$ cat src/rtl/dbg_trig_pkg.sv
package dbg_trig_pkg;

   // Event-source vector layout: bit index equals the source code.
   localparam int EVT_N = 4;

   typedef enum logic [1:0] {
      MODE_BIT  = 2'd0,
      MODE_WORD = 2'd1,
      MODE_EVT  = 2'd2,
      MODE_RSVD = 2'd3
   } trig_mode_e;

   typedef enum logic [1:0] {
      SRC_PKT_OK   = 2'd0,
      SRC_PKT_FAIL = 2'd1,
      SRC_BUSY     = 2'd2,
      SRC_SW       = 2'd3
   } evt_src_e;

endpackage

$ cat src/rtl/dbg_trig_sync.sv
// Register pipeline for the watched inputs plus a history stage that
// always follows the pipeline output, so no stale value survives arming.
module dbg_trig_sync #(
   parameter int W      = 36,
   parameter int STAGES = 2
) (
   input  logic         clk,
   input  logic         rst_n,
   input  logic [W-1:0] d_i,
   output logic [W-1:0] cur_o,
   output logic [W-1:0] prev_o
);

   if (STAGES < 1) begin : g_bad_stages
      $error("dbg_trig_sync: STAGES must be at least 1");
   end

   logic [W-1:0] stg [STAGES];

   for (genvar i = 0; i < STAGES; i++) begin : g_stage
      always_ff @(posedge clk or negedge rst_n) begin
         if (!rst_n) begin
            stg[i] <= '0;
         end else begin
            if (i == 0) stg[i] <= d_i;
            else        stg[i] <= stg[(i == 0) ? 0 : i-1];
         end
      end
   end

   logic [W-1:0] hist_q;

   always_ff @(posedge clk or negedge rst_n) begin
      if (!rst_n) hist_q <= '0;
      else        hist_q <= stg[STAGES-1];
   end

   assign cur_o  = stg[STAGES-1];
   assign prev_o = hist_q;

endmodule

$ cat src/rtl/dbg_trig_cfg.sv
// Configuration snapshot taken on each arm.
module dbg_trig_cfg
   import dbg_trig_pkg::*;
#(
   parameter int DBG_W = 32,
   localparam int SEL_W = $clog2(DBG_W)
) (
   input  logic             clk,
   input  logic             rst_n,
   input  logic             load_i,
   input  logic [1:0]       mode_i,
   input  logic [SEL_W-1:0] sel_i,
   input  logic             neg_i,
   input  logic [DBG_W-1:0] mask_i,
   input  logic [DBG_W-1:0] ref_i,
   input  logic [1:0]       src_i,
   output trig_mode_e       mode_o,
   output logic [SEL_W-1:0] sel_o,
   output logic             neg_o,
   output logic [DBG_W-1:0] mask_o,
   output logic [DBG_W-1:0] ref_o,
   output evt_src_e         src_o
);

   trig_mode_e mode_in;
   assign mode_in = trig_mode_e'(mode_i);

   always_ff @(posedge clk or negedge rst_n) begin
      if (!rst_n) begin
         mode_o <= MODE_RSVD;
         sel_o  <= '0;
         neg_o  <= 1'b0;
         mask_o <= '0;
         ref_o  <= '0;
         src_o  <= SRC_PKT_OK;
      end else if (load_i) begin
         mode_o <= mode_in;
         // bit select carries no meaning in word mode: store zero
         sel_o  <= (mode_in == MODE_WORD) ? '0 : sel_i;
         neg_o  <= neg_i;
         mask_o <= mask_i;
         ref_o  <= ref_i & mask_i;
         src_o  <= evt_src_e'(src_i);
      end
   end

endmodule

$ cat src/rtl/dbg_trig_detect.sv
// Combinational trigger condition from pipelined and history values.
module dbg_trig_detect
   import dbg_trig_pkg::*;
#(
   parameter int DBG_W = 32,
   localparam int SEL_W = $clog2(DBG_W)
) (
   input  logic [DBG_W-1:0] cur_bus_i,
   input  logic [DBG_W-1:0] prev_bus_i,
   input  logic [EVT_N-1:0] cur_evt_i,
   input  logic [EVT_N-1:0] prev_evt_i,
   input  trig_mode_e       mode_i,
   input  logic [SEL_W-1:0] sel_i,
   input  logic             neg_i,
   input  logic [DBG_W-1:0] mask_i,
   input  logic [DBG_W-1:0] ref_i,
   input  evt_src_e         src_i,
   output logic             hit_o
);

   logic [EVT_N-1:0] evt_rise;
   logic             bit_cur, bit_prev, bit_edge, word_eq;

   for (genvar e = 0; e < EVT_N; e++) begin : g_evt_edge
      assign evt_rise[e] = cur_evt_i[e] & ~prev_evt_i[e];
   end

   assign bit_cur  = cur_bus_i[sel_i];
   assign bit_prev = prev_bus_i[sel_i];
   assign bit_edge = neg_i ? (bit_prev & ~bit_cur) : (bit_cur & ~bit_prev);
   assign word_eq  = ((cur_bus_i & mask_i) == ref_i);

   always_comb begin
      unique case (mode_i)
         MODE_BIT:  hit_o = bit_edge;
         MODE_WORD: hit_o = word_eq;
         MODE_EVT:  hit_o = evt_rise[src_i];
         default:   hit_o = 1'b0;
      endcase
   end

endmodule

$ cat src/rtl/dbg_trig_ctrl.sv
// Arm state and registered one-shot trigger.
module dbg_trig_ctrl (
   input  logic clk,
   input  logic rst_n,
   input  logic arm_i,
   input  logic disarm_i,
   input  logic hit_i,
   output logic load_o,
   output logic armed_o,
   output logic trig_o
);

   logic armed_q, trig_q, fire;

   assign load_o = arm_i & ~disarm_i;
   assign fire   = armed_q & hit_i & ~arm_i & ~disarm_i;

   always_ff @(posedge clk or negedge rst_n) begin
      if (!rst_n) begin
         armed_q <= 1'b0;
         trig_q  <= 1'b0;
      end else begin
         trig_q <= fire;
         if (disarm_i)  armed_q <= 1'b0;
         else if (arm_i) armed_q <= 1'b1;
         else if (fire)  armed_q <= 1'b0;
      end
   end

   assign armed_o = armed_q;
   assign trig_o  = trig_q;

endmodule

$ cat src/rtl/dbg_trig_gen.sv
module dbg_trig_gen
   import dbg_trig_pkg::*;
#(
   parameter int DBG_W       = 32,
   parameter int SYNC_STAGES = 2
) (
   input  logic                     clk,
   input  logic                     rst_n,
   input  logic                     arm_i,
   input  logic                     disarm_i,
   input  logic [1:0]               cfg_mode_i,
   input  logic [$clog2(DBG_W)-1:0] cfg_bit_sel_i,
   input  logic                     cfg_edge_neg_i,
   input  logic [DBG_W-1:0]         cfg_mask_i,
   input  logic [DBG_W-1:0]         cfg_ref_i,
   input  logic [1:0]               cfg_evt_src_i,
   input  logic                     sw_trig_i,
   input  logic [DBG_W-1:0]         dbg_bus_i,
   input  logic                     pkt_ok_i,
   input  logic                     pkt_fail_i,
   input  logic                     chan_busy_i,
   output logic                     armed_o,
   output logic                     trig_o
);

   localparam int SEL_W = $clog2(DBG_W);
   localparam int IN_W  = DBG_W + EVT_N;

   if (DBG_W < 2 || (1 << SEL_W) != DBG_W) begin : g_bad_width
      $error("dbg_trig_gen: DBG_W must be a power of two of at least 2");
   end
   if (SYNC_STAGES < 1) begin : g_bad_sync
      $error("dbg_trig_gen: SYNC_STAGES must be at least 1");
   end

   // event vector: index equals source code
   logic [EVT_N-1:0] evt_raw;
   assign evt_raw = {sw_trig_i, chan_busy_i, pkt_fail_i, pkt_ok_i};

   logic [IN_W-1:0] cur_all, prev_all;

   dbg_trig_sync #(.W(IN_W), .STAGES(SYNC_STAGES)) i_sync (
      .clk    (clk),
      .rst_n  (rst_n),
      .d_i    ({evt_raw, dbg_bus_i}),
      .cur_o  (cur_all),
      .prev_o (prev_all)
   );

   logic             load;
   trig_mode_e       mode_q;
   logic [SEL_W-1:0] sel_q;
   logic             neg_q;
   logic [DBG_W-1:0] mask_q, ref_q;
   evt_src_e         src_q;

   dbg_trig_cfg #(.DBG_W(DBG_W)) i_cfg (
      .clk    (clk),
      .rst_n  (rst_n),
      .load_i (load),
      .mode_i (cfg_mode_i),
      .sel_i  (cfg_bit_sel_i),
      .neg_i  (cfg_edge_neg_i),
      .mask_i (cfg_mask_i),
      .ref_i  (cfg_ref_i),
      .src_i  (cfg_evt_src_i),
      .mode_o (mode_q),
      .sel_o  (sel_q),
      .neg_o  (neg_q),
      .mask_o (mask_q),
      .ref_o  (ref_q),
      .src_o  (src_q)
   );

   logic hit;

   dbg_trig_detect #(.DBG_W(DBG_W)) i_detect (
      .cur_bus_i  (cur_all[DBG_W-1:0]),
      .prev_bus_i (prev_all[DBG_W-1:0]),
      .cur_evt_i  (cur_all[IN_W-1:DBG_W]),
      .prev_evt_i (prev_all[IN_W-1:DBG_W]),
      .mode_i     (mode_q),
      .sel_i      (sel_q),
      .neg_i      (neg_q),
      .mask_i     (mask_q),
      .ref_i      (ref_q),
      .src_i      (src_q),
      .hit_o      (hit)
   );

   dbg_trig_ctrl i_ctrl (
      .clk      (clk),
      .rst_n    (rst_n),
      .arm_i    (arm_i),
      .disarm_i (disarm_i),
      .hit_i    (hit),
      .load_o   (load),
      .armed_o  (armed_o),
      .trig_o   (trig_o)
   );

endmodule

$ cat config.mk
export PLATFORM = sky130hd
export DESIGN_NAME = dbg_trig_gen
export DESIGN_NICKNAME = d
export VERILOG_FILES = /design/src/rtl/dbg_trig_pkg.sv /design/src/rtl/dbg_trig_sync.sv /design/src/rtl/dbg_trig_cfg.sv /design/src/rtl/dbg_trig_detect.sv /design/src/rtl/dbg_trig_ctrl.sv /design/src/rtl/dbg_trig_gen.sv
export SDC_FILE = /design/constraint.sdc
export NUM_CORES = 1
export LEC_CHECK = 0
export CAP_MARGIN = 20
export CORE_ASPECT_RATIO = 0.6
export CORE_MARGIN = 1.5
export CORE_UTILIZATION = 40
export CTS_CLUSTER_SIZE = 10
export DETAILED_ROUTE_END_ITERATION = 7
export DONT_BUFFER_PORTS = 1
export SLEW_MARGIN = 15
export SYNTH_ARGS = -nofsm -noshare
export SYNTH_HDL_FRONTEND = slang
export SYNTH_SLANG_ARGS = --single-unit
$ cat constraint.sdc
create_clock -name clk -period 2.28 [get_ports clk]
set_clock_uncertainty 0.2 [all_clocks]
set_input_delay 0.342 -clock clk [delete_from_list [all_inputs] [get_ports clk]]
set_output_delay 0.342 -clock clk [all_outputs]
set_load 0.03 [all_outputs]
Word-level counts from Yosys, hierarchy flattened
Index checks and enable logic that the tools add are counted.

Logic and storage cells: 51. Register bits after elaboration: 184. Input port bits: 114.

Muxes and demuxes: 12. Magnitude comparators: 2. Equality and inequality tests: 4. Reduce and logical (&&, ||, !) cells: 2. Bitwise operators: 20.

Operator list (number): 32-bit bitwise AND (2); 32-bit == test (1); 1-bit bitwise AND (10); 1-bit binary-select mux with 5-bit select (2); 1-bit NOT (8); 1-bit 2-to-1 mux (7); 5-bit by 6-bit less-than comparator with 1-bit output, second input constant (1); 5-bit 2-to-1 mux (1); 2-bit by 1-bit == test with 1-bit output, second input constant (2); 2-bit by 3-bit less-than comparator with 1-bit output, second input constant (1); 1-bit one-hot mux with 3 select lines (1); 3-bit nonzero test (1); 1-bit binary-select mux with 2-bit select (1); 2-bit == test, second input constant (1); 2-bit zero test (1).

Logic depth before layout (Yosys ltp)
Gate-level depths: netlist (run 1).

Depth in word-level cells: 12. Gate-level depth with buffers: 10.

Cells and area by module
Synthesis (run 1) repeated with hierarchy kept, for this count alone.

Cell total of the unflattened synthesis: 549. Area total of the unflattened synthesis: 7135.6 um^2.

Modules (own cells, without submodules): dbg_trig_sync (instances 1, sequential area each 2702.6 um^2, area an instance 2972.9 um^2, cells an instance 144); dbg_trig_cfg (instances 1, sequential area each 1854.3 um^2, area an instance 2921.6 um^2, cells an instance 235); dbg_trig_detect (instances 1, sequential area each 0.0 um^2, area an instance 1159.9 um^2, cells an instance 162); dbg_trig_ctrl (instances 1, sequential area each 50.0 um^2, area an instance 81.3 um^2, cells an instance 8).

Worst setup path before layout (run 1)
No wires, ideal clock.

Kind: register -> register. Start: register i_cfg.sel_o[0]. End: register i_ctrl.armed_q, in the netlist i_ctrl.armed_o. Path slack: 0.002 ns. Stages on the path, launching flop included: 10. Path buffers: 2. Data arrival time: 1.954 ns. Path through: dfrtp_1 -> buf_6 -> buf_8 -> and2b_2 -> a221oi_1 -> o21ai_0 -> nand2_2 -> o2111a_1 -> a2111oi_2 -> o31a_1.

Longest elaborated chain between the ends: 10. Elaborated cells between the ends (all ways): 14. Classes of those cells: mux: 6; bitwise: 7; reduce/logical: 1.

RTL lines: start, declared (line dbg_trig_cfg.sv:18) `output logic [SEL_W-1:0] sel_o,`; start signal, assigned (line dbg_trig_cfg.sv:39) `sel_o <= (mode_in == MODE_WORD) ? '0 : sel_i;`; 1-bit binary-select mux with 5-bit select (on tied branches) (line dbg_trig_detect.sv:29, dbg_trig_detect.sv:28); 1-bit 2-to-1 mux (on tied branches) (line dbg_trig_detect.sv:29, dbg_trig_detect.sv:28); 1-bit NOT (line dbg_trig_detect.sv:30) `assign bit_edge = neg_i ? (bit_prev & ~bit_cur) : (bit_cur & ~bit_prev);`; 1-bit bitwise AND (line dbg_trig_detect.sv:30); 1-bit 2-to-1 mux * (line dbg_trig_detect.sv:30); 1-bit one-hot mux with 3 select lines * (line dbg_trig_detect.sv:34) `unique case (mode_i)`; 1-bit bitwise AND * (3 in series) (line dbg_trig_ctrl.sv:16) `assign fire = armed_q & hit_i & ~arm_i & ~disarm_i;`; 3-bit nonzero test (no source line) *; end signal, assigned (line dbg_trig_ctrl.sv:20) `armed_q <= 1'b0;`; end signal, assigned (line dbg_trig_ctrl.sv:24) `if (disarm_i) armed_q <= 1'b0;`; end signal, assigned (line dbg_trig_ctrl.sv:25) `else if (arm_i) armed_q <= 1'b1;`; end, declared (line dbg_trig_ctrl.sv:13) `logic armed_q, trig_q, fire;`.

Mark *: on every way between the ends. The rest lies on a longest branch, timed or not. The select of a mux whose other input is x is not followed. A chain may end at the register's enable or synchronous reset.

Final worst setup path (run 1)
Ends and elaborated chain as after synthesis.

==> flow_metrics.env, run 1 <==
export IMPL_clk_pin_slew_worst_paths_ps=70
export IMPL_syn2layout_area_growth_pct=32.3
export IMPL_drt_wl_total_um=15000
export IMPL_ys_top_cells_by_area="dfrtp_1 67%, mux2_2 6.3%, nand2_1 5.5%"
export IMPL_synth_compound_area_frac=0.0530
export IMPL_wl_met1_um=7380
export IMPL_crit_required_ps=2390
export IMPL_async_flop_share=1.00
export IMPL_clock_sinks=184
export IMPL_cts_buffer_depth=2
export IMPL_overflow=0
export IMPL_startpoint_type="flip-flop"
export IMPL_initial_core_util=0.413
export IMPL_yosysTopAreaCell="dfrtp_1"
export IMPL_fmax_ghz=0.401
export IMPL_highest_layer="met4"
export IMPL_num_rows=36
export IMPL_grt_max_degree=185
export IMPL_syn_nets=604
export IMPL_fp_dieH_um=104
export IMPL_yosysTopAreaCellShare=0.672
export IMPL_mostFrequentLayoutCells="181 x dfrtp_1, 112 x dlygate4sd3_1, 100 x nand2_1"
export IMPL_final_hold_viol_count=184
export IMPL_maxSlewViolCount=0
export IMPL_violations="hold timing, setup timing"
export IMPL_numCtsBuffers=17
export IMPL_cts_tree="yes"
export IMPL_dp_slack_ps=-260
export IMPL_wl_per_cell_um=17.3
export IMPL_num_io_pins=116
export IMPL_drt_iter0_markers=274
export IMPL_synth_edf_count=0
export IMPL_path_class="reg -> reg"
export IMPL_dr_wl_met3_um=856
export IMPL_final_layout_size_suffix_gt1_frac=0.172
export IMPL_synthFlopType="dfrtp_1"
export IMPL_whs_ps=-593
export IMPL_reg2reg_slack_ps=-210
export IMPL_routed_via_density=4.86
export IMPL_drt_first_pass_iters=4
export IMPL_power_leakage_nw=3.91
export IMPL_fin_setup_tns_ps=-355
export IMPL_grt_usage=0.186
export IMPL_final_setup_worst_slack_ps=-211
export IMPL_muxShareOfSynthArea=0.122
export IMPL_synth_xor_area_share=0.0414
export IMPL_vdd_ir_drop_max_mv=0.521
export IMPL_placement_io_buffers=0
export IMPL_grt_pass1_vias=4505
export IMPL_max_cap_viol_count=0
export IMPL_powerDensity_mw_per_mm2=862
export IMPL_cts_hold_buffers=112
export IMPL_num_vias=4217
export IMPL_dpl_hpwl_um=10100
export IMPL_cp_max_fo=5
export IMPL_clockRootBuffer="clkbuf_16"
export IMPL_yosys_warnings=0
export IMPL_grt_pass1_wl_um=24400
export IMPL_avgSynthCellArea_um2=13.8
export IMPL_reg2reg_depth=8
export IMPL_hp_class="in -> async"
export IMPL_cp_end_kind="flip-flop"
export IMPL_antenna_found_initial=0
export IMPL_rsz0062_at_grt="true"
export IMPL_die_w_um=171
export IMPL_synth_cell_types=41
export IMPL_cp_arrival_ps=2600
export IMPL_yosysSeqAreaShare=0.680
export IMPL_drc=0
export IMPL_synth_cells=490
export IMPL_synth_fa_ha_area_frac=0
export IMPL_tightest_slew_ps=592
export IMPL_postRouteAntennaNets=0
export IMPL_cts_max_level=4
export IMPL_min_period_ps=2490
export IMPL_met2_length_um=6550
export IMPL_synth_top_family_by_area="multiplexers"
export IMPL_core_area_mm2=0.0164
export IMPL_yosys_area_share_simple=0.0855
export IMPL_place_gp_congestion=0.902
export IMPL_finalCritPeriodShare=1.09
export IMPL_clkLatencyLatePin_ps=430
export IMPL_mostFrequentLayoutCell="dfrtp_1"
export IMPL_nNetsFinal=740
export IMPL_syn_area_mm2=0.00677
export IMPL_status="complete, but fails checks"
export IMPL_ys_seq_elements=184
export IMPL_die_area_mm2=0.0177
export IMPL_n_fill_cell=1371
export IMPL_slew_headroom=0.606
export IMPL_setup_viol=2
-- kinds of logic (layout without fill, tap and decap cells) --
group	count (synthesis)	count (layout)
AOI/OAI and AO/OA	57	57
DFF	184	184
muxes	62	62
xor gates and xnor gates	32	32
buffers and inverters	21	169
other	0	1
and+or+nand+nor	134	134
-- cell usage after synthesis (all sizes together), types with 3 or more instances --
cell type  instances
nand2            101
dfrtp            182
buf                7
a22o               5
clkbuf            10
mux2              38
nand3              3
inv                3
mux4              10
nand4              8
o21ai             38
nand2b             3
mux2i             14
a221oi             4
xor2              31
nor2               8
-- through the flow --
stage          instances  instance area (um2)  total power, W  hold WS [ps]   util
2_1_floorplan        490                 6770         0.00424          -154      -
3_3_place_gp         723                 7160         0.00446          -148  0.437
3_5_place_dp         723                 7160         0.00450          -149  0.437
4_1_cts              866                 8900         0.00775          -608  0.543
5_1_grt              866                 8960         0.00808          -614  0.546
6_report             867                 8960         0.00772          -593  0.546
-- sequential cells by signal, indices dropped and copies added, names as in the netlist --
| name | count |
|---|---|
| i_cfg.mask_o | 32 |
| i_ctrl.trig_o | 1 |
| i_cfg.ref_o | 32 |
| i_ctrl.armed_o | 1 |
| i_sync.stg | 36 |
| i_cfg.neg_o | 1 |
| i_cfg.src_o | 2 |
| i_cfg.mode_o | 2 |
| i_sync.prev_o | 36 |
| i_sync.cur_o | 36 |
| i_cfg.sel_o | 5 |
-- final cells by class --
class	instances	area (um2)	area share
flip-flops and latches	184	4610	0.514
multi-input cells	285	2100	0.234
repair buffers	134	1330	0.149
clock buffers	19	443	0.0494
well taps	228	285	0.0318
clock inverters	12	176	0.0197
inverters	4	15.0	0.00168
diodes	1	2.50	0.000279
-- per-layer routing --
metal  global-route usage  vias up
met4               0.0677        0
li1                     -     1959
met1                0.266     2135
met2                0.267      106
met3               0.0562       17
met5                    0        -
-- worst paths after layout --
kind                                start                end
max                        i_cfg.sel_o[0]     i_ctrl.armed_o
min                                 rst_n  i_sync.prev_o[27]
max reg2reg                i_cfg.sel_o[0]     i_ctrl.armed_o
min reg2reg                i_sync.stg[43]    i_sync.cur_o[7]
max in group asynchronous           rst_n     i_cfg.sel_o[0]
min in group clk                    arm_i    i_cfg.mode_o[1]
-- repair_timing --
action,CTS,global route
buffers inserted,0,0
endpoints found under the setup margin,2,2
endpoints found under the hold margin,296,184
resized for setup,3,13
gates cloned,0,0
pin swaps,0,3
-- where the power goes --
part / switching, W / total [W] / internal (W)
clock: 0.00121 / 0.00307 / 0.00186
sequential: 0.000176 / 0.00371 / 0.00354
combinational: 0.000417 / 0.000940 / 0.000524
-- worst max-delay path, cell delays in order, from the launching register on --
cell and delay, ps:
dfrtp_2 460, buf_6 140, mux4_2 330, mux2i_1 70, mux2_4 280, or3_4 390, mux2i_4 190, a2111oi_4 60
o31a_1 250
Power figures use the tool's default switching activity.
==> run 2: changes to the inputs <==
CTS_CLUSTER_SIZE = 8   (was 10)
DONT_BUFFER_PORTS = unset   (was 1)
PLACE_DENSITY = 0.66   (was unset)
==> run 2 against run 1 <==
The flow finishes with violations (setup timing). Worst hold slack gained 740 ps. Clock-buffer cell count unchanged. Clock power increased by 6%. Final area is 3.0% higher. Utilization up 1.7 points. Sequential power hardly changed. Global-route usage up 0.20 points. Largest cell class unchanged. Largest power group unchanged.
==> flow_metrics.env, run 2 (synthesis gave the netlist of run 1 again) <==
export IMPL_placement_io_buffers=115
export IMPL_clkLatencyLatePin_ps=420
export IMPL_startpoint_type="flip-flop"
export IMPL_violations="setup timing"
export IMPL_n_antenna_cell=0
export IMPL_grt_pass1_wl_um=24800
export IMPL_min_period_ps=2450
export IMPL_maxSlewViolCount=0
export IMPL_netSwitchingFraction=0.246
export IMPL_clkPwrFrac=0.403
export IMPL_final_cell_area_mm2=0.00923
export IMPL_p_sw_w=0.00198
export IMPL_crit_chain="buf_6 -> mux4_2 -> mux2i_1 -> mux2_4 -> or3_4 -> mux2i_4 -> a2111oi_4 -> o31a_1"
export IMPL_grt_max_degree=57
export IMPL_path_class="reg -> reg"
export IMPL_cts_buffer_depth=2
export IMPL_crit_path_start="i_cfg.sel_o[0]"
export IMPL_stdcell_count=887
export IMPL_critical_path_slowest_cell="dfrtp_2"
export IMPL_postRouteAntennaNets=0
export IMPL_pwr_share_comb=0.137
export IMPL_p_int_w=0.00607
export IMPL_clk_pin_slew_worst_paths_ps=70
export IMPL_cp_max_fo=5
export IMPL_slew_headroom=0.628
export IMPL_postPlaceCellArea_mm2=0.00847
export IMPL_setup_viol=2
export IMPL_fin_setup_tns_ps=-324
export IMPL_placed_cells=853
export IMPL_fp_dieH_um=104
export IMPL_power_leakage_nw=4.04
export IMPL_reg2reg_slack_ps=-170
export IMPL_nNetsFinal=760
export IMPL_num_rows=36
export IMPL_syn2layout_area_growth_pct=36.3
export IMPL_cts_max_level=4
export IMPL_path_buf_inv=1
export IMPL_antenna_found_initial=0
export IMPL_max_cap_viol_count=0
export IMPL_clock_sinks=184
export IMPL_hp_class="reg -> reg"
export IMPL_drc=0
export IMPL_drt_first_pass_iters=5
export IMPL_die_w_um=171
export IMPL_drt_iter0_markers=339
export IMPL_mostFrequentLayoutCells="181 x dfrtp_1, 114 x clkdlybuf4s50_1, 99 x nand2_1"
export IMPL_cpPeakStageDelay_ps=460
export IMPL_core_area_mm2=0.0164
export IMPL_routed_via_density=4.80
export IMPL_final_hold_viol_count=0
export IMPL_num_vias=4257
export IMPL_die_area_mm2=0.0177
export IMPL_p_seq_frac=0.460
export IMPL_fmax_ghz=0.409
export IMPL_drt_wl_total_um=15400
export IMPL_critPathTopFamily="multiplexers"
export IMPL_powerDensity_mw_per_mm2=872
export IMPL_vdd_ir_drop_max_mv=0.571
export IMPL_r2r_start="i_cfg.sel_o[0]"
export IMPL_critPathCapture="i_ctrl.armed_o"
export IMPL_clockRootBuffer="clkbuf_16"
export IMPL_place_gp_congestion=0.861
export IMPL_num_io_pins=116
export IMPL_grt_usage=0.188
export IMPL_dpl_hpwl_um=11100
export IMPL_status="complete, but fails checks"
export IMPL_final_setup_worst_slack_ps=-166
export IMPL_initial_core_util=0.413
export IMPL_crit_required_ps=2390
export IMPL_power_w=0.00805
export IMPL_cts_tree="yes"
export IMPL_cp_num_cells=8
export IMPL_mostFrequentLayoutCell="dfrtp_1"
export IMPL_grt_pass1_vias=4527
export IMPL_finalCritPeriodShare=1.07
export IMPL_overflow=0
export IMPL_tightest_slew_ps=559
export IMPL_final_layout_size_suffix_gt1_frac=0.197
export IMPL_worstReg2RegEnd="i_ctrl.armed_o"
export IMPL_n_fill_cell=1337
export IMPL_wl_per_cell_um=17.3
export IMPL_cp_arrival_ps=2550
export IMPL_numCtsBuffers=17
export IMPL_reg2reg_depth=8
export IMPL_rsz0062_at_grt="true"
export IMPL_cp_end_kind="flip-flop"
[run 2: cell type report]
type                    count  area (um2)  share of cell area
clock buffers              19         453              0.0491
clock inverters            13         205              0.0222
inverters                   4        15.0             0.00163
multi-input cells         285        2130               0.230
flip-flops and latches    184        4610               0.499
well taps                 228         285              0.0309
repair buffers            154        1540               0.167
[run 2: how the worst min path moves through the flow]
| stage | from | cells past startpoint | to | slack, ps |
|---|---|---|---|---|
| 3_5_place_dp | i_sync.stg[49] | 0 | i_sync.cur_o[13] | 130 |
| 3_3_place_gp | i_sync.stg[71] | 0 | i_sync.cur_o[35] | 130 |
| 5_1_grt | dbg_bus_i[7] | 1 | i_sync.stg[43] | 130 |
| 2_1_floorplan | rst_n | 0 | i_cfg.mask_o[0] | -150 |
| 6_report | i_sync.stg[66] | 0 | i_sync.cur_o[30] | 140 |
| 4_1_cts | dbg_bus_i[7] | 1 | i_sync.stg[43] | 140 |
[run 2: timing repair]
action | 4_1_cts | 5_1_grt
resized for setup | 13 | 7
endpoints found under the setup margin | 2 | 2
hold buffers | 1 | 0
pin swaps | 2 | 0
hold endpoints to repair | 49 | 0
setup buffers | 1 | 0
[run 2: per-layer routing]
layer  global-route usage  wire (um)
met1                0.291       7880
met2                0.264       6610
met3               0.0451        755
met4               0.0451        128
met5                    0          0
[run 2: power by group through the flow]
stage	registers (W)	logic (W)	clock network [W]
finish	0.00370	0.00110	0.00324
global route	0.00373	0.00121	0.00347
CTS	0.00370	0.00109	0.00332
detailed placement	0.00376	0.00103	0
global placement	0.00375	0.00101	0
floorplan	0.00370	0.000533	0
[run 2: stage by stage]
step | hold WS, ps | utilization | setup slack [ps]
floorplan | -154 | - | 2.30
global placement | 134 | 0.516 | -219
detailed placement | 135 | 0.516 | -272
CTS | 140 | 0.561 | -141
global route | 127 | 0.563 | -250
finish | 145 | 0.563 | -166
